===== src/rtl/ccm_pkg.sv =====
package ccm_pkg;
  typedef enum logic {
    ST_NO_REF = 1'b0,
    ST_TRACK  = 1'b1
  } ref_state_e;
endpackage


===== src/rtl/ccm_seq_check.sv =====
module ccm_seq_check
  import ccm_pkg::*;
#(
  parameter int unsigned CNT_W = 8
) (
  input  logic             clk_i,
  input  logic             rst_ni,
  input  logic             en_i,
  input  logic             valid_i,
  input  logic [CNT_W-1:0] cnt_i,
  output logic             mismatch_o,
  output logic             match_o
);
  localparam logic [CNT_W-1:0] STEP = {{(CNT_W-1){1'b0}}, 1'b1};

  ref_state_e       state_q;
  logic [CNT_W-1:0] ref_q;
  logic [CNT_W-1:0] expect_val;
  logic             checked;

  assign expect_val = ref_q + STEP;
  assign checked    = en_i && valid_i && (state_q == ST_TRACK);
  assign mismatch_o = checked && (cnt_i != expect_val);
  assign match_o    = checked && (cnt_i == expect_val);

  always_ff @(posedge clk_i or negedge rst_ni) begin
    if (!rst_ni) begin
      state_q <= ST_NO_REF;
      ref_q   <= '0;
    end else if (!en_i) begin
      state_q <= ST_NO_REF;
    end else if (valid_i) begin
      state_q <= ST_TRACK;
      ref_q   <= cnt_i;
    end
  end

  // every sample while enabled becomes the new reference
  p_ref_follows_r6: assert property (@(posedge clk_i) disable iff (!rst_ni)
    (en_i && valid_i) |=> (ref_q == $past(cnt_i)));
  // disabling drops the reference
  p_disable_drops_ref_r8: assert property (@(posedge clk_i) disable iff (!rst_ni)
    !en_i |=> (state_q == ST_NO_REF));
endmodule


===== src/rtl/ccm_err_counter.sv =====
module ccm_err_counter #(
  parameter int unsigned ERR_W = 8
) (
  input  logic             clk_i,
  input  logic             rst_ni,
  input  logic             inc_i,
  input  logic             clr_i,
  output logic [ERR_W-1:0] count_o
);
  localparam logic [ERR_W-1:0] CNT_MAX = '1;
  localparam logic [ERR_W-1:0] CNT_ONE = {{(ERR_W-1){1'b0}}, 1'b1};

  logic [ERR_W-1:0] count_q;

  always_ff @(posedge clk_i or negedge rst_ni) begin
    if (!rst_ni)                          count_q <= '0;
    else if (clr_i)                       count_q <= inc_i ? CNT_ONE : '0;
    else if (inc_i && count_q != CNT_MAX) count_q <= count_q + CNT_ONE;
  end

  assign count_o = count_q;

  // saturation holds
  p_saturate_r9: assert property (@(posedge clk_i) disable iff (!rst_ni)
    (count_q == CNT_MAX && !clr_i) |=> (count_q == CNT_MAX));
  // clear leaves at most the coincident error
  p_clear_r10: assert property (@(posedge clk_i) disable iff (!rst_ni)
    clr_i |=> (count_q <= CNT_ONE));
  // an increment without clear never decreases the count
  p_monotonic_r4: assert property (@(posedge clk_i) disable iff (!rst_ni)
    !clr_i |=> (count_q >= $past(count_q)));
endmodule


===== src/rtl/ccm_fault_flag.sv =====
module ccm_fault_flag (
  input  logic clk_i,
  input  logic rst_ni,
  input  logic en_i,
  input  logic set_i,
  input  logic ok_i,
  output logic fault_o
);
  logic fault_q;

  always_ff @(posedge clk_i or negedge rst_ni) begin
    if (!rst_ni)     fault_q <= 1'b0;
    else if (!en_i)  fault_q <= 1'b0;
    else if (set_i)  fault_q <= 1'b1;
    else if (ok_i)   fault_q <= 1'b0;
  end

  assign fault_o = fault_q;

  // no fault while disabled
  p_off_when_disabled_r8: assert property (@(posedge clk_i) disable iff (!rst_ni)
    !en_i |=> !fault_q);
  // sticky until a correct increment
  p_sticky_r11: assert property (@(posedge clk_i) disable iff (!rst_ni)
    (fault_q && en_i && !ok_i) |=> fault_q);
endmodule


===== src/rtl/cycle_cnt_monitor.sv =====
module cycle_cnt_monitor #(
  parameter int unsigned CNT_W = 8,
  parameter int unsigned ERR_W = 8
) (
  input  logic             clk_i,
  input  logic             rst_ni,
  input  logic             en_i,
  input  logic             valid_i,
  input  logic [CNT_W-1:0] cnt_i,
  input  logic             clr_i,
  output logic             err_o,
  output logic             fault_o,
  output logic [ERR_W-1:0] err_cnt_o
);
  logic mismatch;
  logic match;
  logic err_q;

  ccm_seq_check #(.CNT_W(CNT_W)) u_seq (
    .clk_i      (clk_i),
    .rst_ni     (rst_ni),
    .en_i       (en_i),
    .valid_i    (valid_i),
    .cnt_i      (cnt_i),
    .mismatch_o (mismatch),
    .match_o    (match)
  );

  ccm_err_counter #(.ERR_W(ERR_W)) u_cnt (
    .clk_i   (clk_i),
    .rst_ni  (rst_ni),
    .inc_i   (mismatch),
    .clr_i   (clr_i),
    .count_o (err_cnt_o)
  );

  ccm_fault_flag u_fault (
    .clk_i   (clk_i),
    .rst_ni  (rst_ni),
    .en_i    (en_i),
    .set_i   (mismatch),
    .ok_i    (match),
    .fault_o (fault_o)
  );

  always_ff @(posedge clk_i or negedge rst_ni) begin
    if (!rst_ni) err_q <= 1'b0;
    else         err_q <= mismatch;
  end

  assign err_o = err_q;

  // disabled samples never raise an error
  p_no_err_disabled_r8: assert property (@(posedge clk_i) disable iff (!rst_ni)
    !en_i |=> !err_o);
  // a pulse only follows an enabled sample
  p_err_needs_sample_r4: assert property (@(posedge clk_i) disable iff (!rst_ni)
    !(en_i && valid_i) |=> !err_o);
  // fault flag accompanies every error pulse
  p_fault_with_err_r11: assert property (@(posedge clk_i) disable iff (!rst_ni)
    err_o |-> fault_o);
endmodule


===== config.mk =====
export PLATFORM = sky130hd
export DESIGN_NAME = cycle_cnt_monitor
export DESIGN_NICKNAME = d
export VERILOG_FILES = /design/src/rtl/ccm_pkg.sv /design/src/rtl/ccm_seq_check.sv /design/src/rtl/ccm_err_counter.sv /design/src/rtl/ccm_fault_flag.sv /design/src/rtl/cycle_cnt_monitor.sv
export SDC_FILE = /design/constraint.sdc
export NUM_CORES = 1
export LEC_CHECK = 0
export ABC_AREA = 1
export BUFFER_PORTS_ARGS = -buffer_cell sky130_fd_sc_hd__buf_2
export CAP_MARGIN = 20
export CORE_MARGIN = 2
export CORE_UTILIZATION = 55
export CTS_CLUSTER_DIAMETER = 150
export DETAILED_ROUTE_END_ITERATION = 12
export PLACE_DENSITY = 0.89
export SLEW_MARGIN = 30
export SYNTH_ARGS = -nofsm -noshare
export SYNTH_HDL_FRONTEND = slang
export SYNTH_HIERARCHICAL = 1
export SYNTH_SLANG_ARGS = --single-unit

===== constraint.sdc =====
create_clock -name clk_i -period 2.6 [get_ports clk_i]
set_clock_uncertainty 0.2 [all_clocks]
set_input_delay 0.13 -clock clk_i [delete_from_list [all_inputs] [get_ports clk_i]]
set_output_delay 0.13 -clock clk_i [all_outputs]
set_load 0.01 [all_outputs]

==> impl_metrics.py <==
metrics = {
    "synth": {
        "netlist_instances": 198,
        "yosysSeqAreaShare": 0.362,
        "synth.distinct_cells": 23,
        "synth_area_um2": 1310,
        "synth_warnings": 6,
        "ys_ff_latch": 19,
        "synth.avg_cell_area_um2": 6.63,
        "syn_nets": 213,
    },
    "clocking": {
        "post_cts_buffers": 0,
        "clockRootBuffer": "clkbuf_4",
        "cts_resized": 0,
        "cts.reportedPaths.clkPinSlew_ns": 0.10,
        "hold_buffers": 12,
        "numCtsBuffers": 3,
        "cts.path.max_buffers": 2,
        "cts_tree": "yes",
        "htree_levels": 1,
        "cts_sinks": 19,
        "clk_latency_ns": 0.29,
    },
    "finish": {
        "area_growth_pct": 22.5,
        "fillerInstances": 194,
        "fin_cells": 264,
        "drive_above_1_share": 0.182,
        "n_antenna_cell": 0,
        "finalNetCount": 252,
        "utilization": 0.720,
    },
    "global_routing": {
        "antenna_found_initial": 0,
        "grt_pass1_vias": 1145,
        "grt_pass1_wl_um": 4670,
        "track_usage": 0.226,
        "grt_max_degree": 20,
        "grt_overflow_total": 0,
    },
    "sta": {
        "tns_ns": 0,
        "hold_viol": 0,
        "timing.final.crit_period_ns": 2.17,
        "timing.final.crit_share": 0.835,
        "fmax_mhz": 460,
        "grt_setup_unrepaired": "false",
        "worstMarginPinSlew_ns": 0.450,
        "drv_slew": 0,
        "setup_viol": 0,
        "maxSlewHeadroom": 0.699,
        "hold_slack_ns": 0.0993,
    },
    "die": {
        "die_w_um": 52.9,
        "rows": 17,
        "io_pins": 23,
        "dieHeight_um": 52.9,
        "core_area_um2": 2230,
        "fp.dieArea_um2": 2790,
        "start_util": 0.588,
    },
    "worst_setup_path": {
        "crit_top_cell": "nand2_1",
        "worstPathRequired_ns": 2.58,
        "critPathKind": "reg2reg",
        "path_cells": "ha_1 > inv_1 > nand2_1 > nand2_1 > nor2_1 > nand2_1 > nor2_1 > nand2_1 > nor2_1 > nor2_1 > buf_4 > a21boi_0 > nand3_1 > nand2_1",
        "cp_slowest_cell": "dfrtp_1",
        "slowest_delay_ns": 0.44,
        "startpoint_type": "register",
        "crit_path_end_kind": "register",
        "arrival_ns": 2.16,
        "crit_fanout": 9,
        "regToRegSetupSlack_ns": 0.43,
    },
    "placed_design": {
        "finalWeightedCongestion": 0.879,
        "placed_cells": 248,
        "io_buffers": 22,
        "place_hpwl_um": 2020,
    },
    "routing": {
        "vias": 1272,
        "drc": 0,
        "wl_per_cell_um": 10.3,
        "avgViaCountPerCell": 4.82,
        "wl_um": 2720,
        "drt_pass1_iterations": 7,
        "dr.first_iter.drc_count": 28,
        "ant_nets": 0,
    },
    "power_and_ir_drop": {
        "power_density_nw_per_um2": 403,
        "p_leak_nw": 0.896,
        "finalPower_w": 0.000647,
        "ir_drop_mv": 0.327,
    },
    "flow_run": {
        "cap_violations": 0,
    },
    "worst_hold_path": {
        "hold_path.class": "in2async",
    },
    "run_status": {
        "status": "complete, no violations",
    },
}
==> worst paths after layout <==
| kind | from | to | depth (start not counted) |
|---|---|---|---|
| worst max-delay path | u_seq/ref_q[0]$_DFFE_PN0P_ | u_cnt/count_o[7]$_DFFE_PN0P_ | 14 |
| worst min-delay path | rst_ni | u_seq/ref_q[1]$_DFFE_PN0P_ | 2 |
| min in group clk_i | u_seq/state_q$_DFFE_PN0P_ | u_seq/state_q$_DFFE_PN0P_ | 2 |
| max in group asynchronous | rst_ni | u_cnt/count_o[5]$_DFFE_PN0P_ | 2 |
| worst max register to register | u_seq/ref_q[0]$_DFFE_PN0P_ | u_cnt/count_o[7]$_DFFE_PN0P_ | 14 |
| worst min register to register | u_seq/state_q$_DFFE_PN0P_ | u_seq/state_q$_DFFE_PN0P_ | 2 |
==> registers in the layout (all words and copies together) (netlist names) <==
| register | flops |
|---|---|
| u_fault/fault_o | 1 |
| u_seq/ref_q | 8 |
| u_seq/state_q | 1 |
| u_cnt/count_o | 8 |
| err_o | 1 |
==> report_power, final <==
group | internal [W] | switching, W | total, W
sequential | 0.000316 | 0.0000254 | 0.000342
combinational | 0.0000686 | 0.0000923 | 0.000161
clock | 0.0000596 | 0.0000850 | 0.000145
total | 0.000445 | 0.000203 | 0.000647
==> synth_stat cells <==
library cell / number / area, µm²
nand4_1: 2 / 12.5
nor2_2: 4 / 25.0
nand3_1: 21 / 105
o21ai_0: 7 / 35.0
xor2_1: 2 / 17.5
o21ai_2: 2 / 17.5
a21oi_2: 1 / 8.76
a21boi_0: 1 / 7.51
nand2_8: 1 / 20.0
xnor2_1: 1 / 8.76
mux2_2: 1 / 11.3
clkbuf_1: 1 / 3.75
nor2_4: 2 / 22.5
inv_1: 31 / 116
nor3_1: 1 / 5.00
clkinv_1: 1 / 3.75
a21oi_1: 3 / 15.0
nand2_4: 1 / 11.3
nor2_1: 20 / 75.1
ha_1: 2 / 25.0
nand2_2: 5 / 31.3
dfrtp_1: 19 / 475
nand2_1: 69 / 259
==> worst max-delay path: cells and delay by family, from the launching register on <==
family | cells | cell delay (ns)
DFF | 1 | 0.44
AOI/OAI and AO/OA | 1 | 0.14
adders and majority gates | 1 | 0.32
buffers and inverters | 2 | 0.21
and+or+nand+nor | 10 | 0.74
==> stage by stage <==
| stage | instance area, µm² | setup slack [ns] |
|---|---|---|
| floorplan | 1310 | 0.377 |
| global placement | 1460 | 0.522 |
| detailed placement | 1460 | 0.472 |
| CTS | 1610 | 0.447 |
| global route | 1610 | 0.172 |
| finish | 1610 | 0.428 |
==> cell type report <==
| class | count | area, µm² | area share |
|---|---|---|---|
| clock buffers | 4 | 26.3 | 0.0163 |
| inverters | 32 | 120 | 0.0747 |
| multi-input cells | 146 | 713 | 0.444 |
| flip-flops and latches | 19 | 475 | 0.296 |
| well taps | 28 | 35.0 | 0.0218 |
| repair buffers | 35 | 238 | 0.148 |
==> layout by cell type, fill, tap and decap left out <==
cell type	instances
ha_1	2
a21oi_2	1
nor3_1	1
nor2_2	4
nand2_1	69
inv_1	31
buf_4	1
nor2_1	20
nand3_1	21
xnor2_1	1
buf_2	22
nand2_2	5
o21ai_0	7
nor2_4	2
nand2_8	1
o21ai_2	2
dlygate4sd3_1	12
nand2_4	1
dfrtp_1	19
a21boi_0	1
clkbuf_1	1
clkinv_1	1
nand4_1	2
a21oi_1	3
clkbuf_4	3
xor2_1	2
mux2_2	1
==> metal layers <==
layer	GRT usage	vias to the layer above	part of all wire
li1	-	681	-
met1	0.315	554	0.49
met2	0.356	33	0.45
met3	0.0282	4	0.046
met4	0.0855	0	0.011
met5	0	-	0
==> cell families after synthesis <==
family	synth area share
flip-flops	0.362
buffers and inverters	0.0944
AND/OR/NAND/NOR	0.432
adder cells (fa/ha/maj)	0.0191
AO/OA/AOI/OAI	0.0639
multiplexers	0.00858
XOR/XNOR	0.0200
No activity file was read; power rests on OpenSTA's default activity.
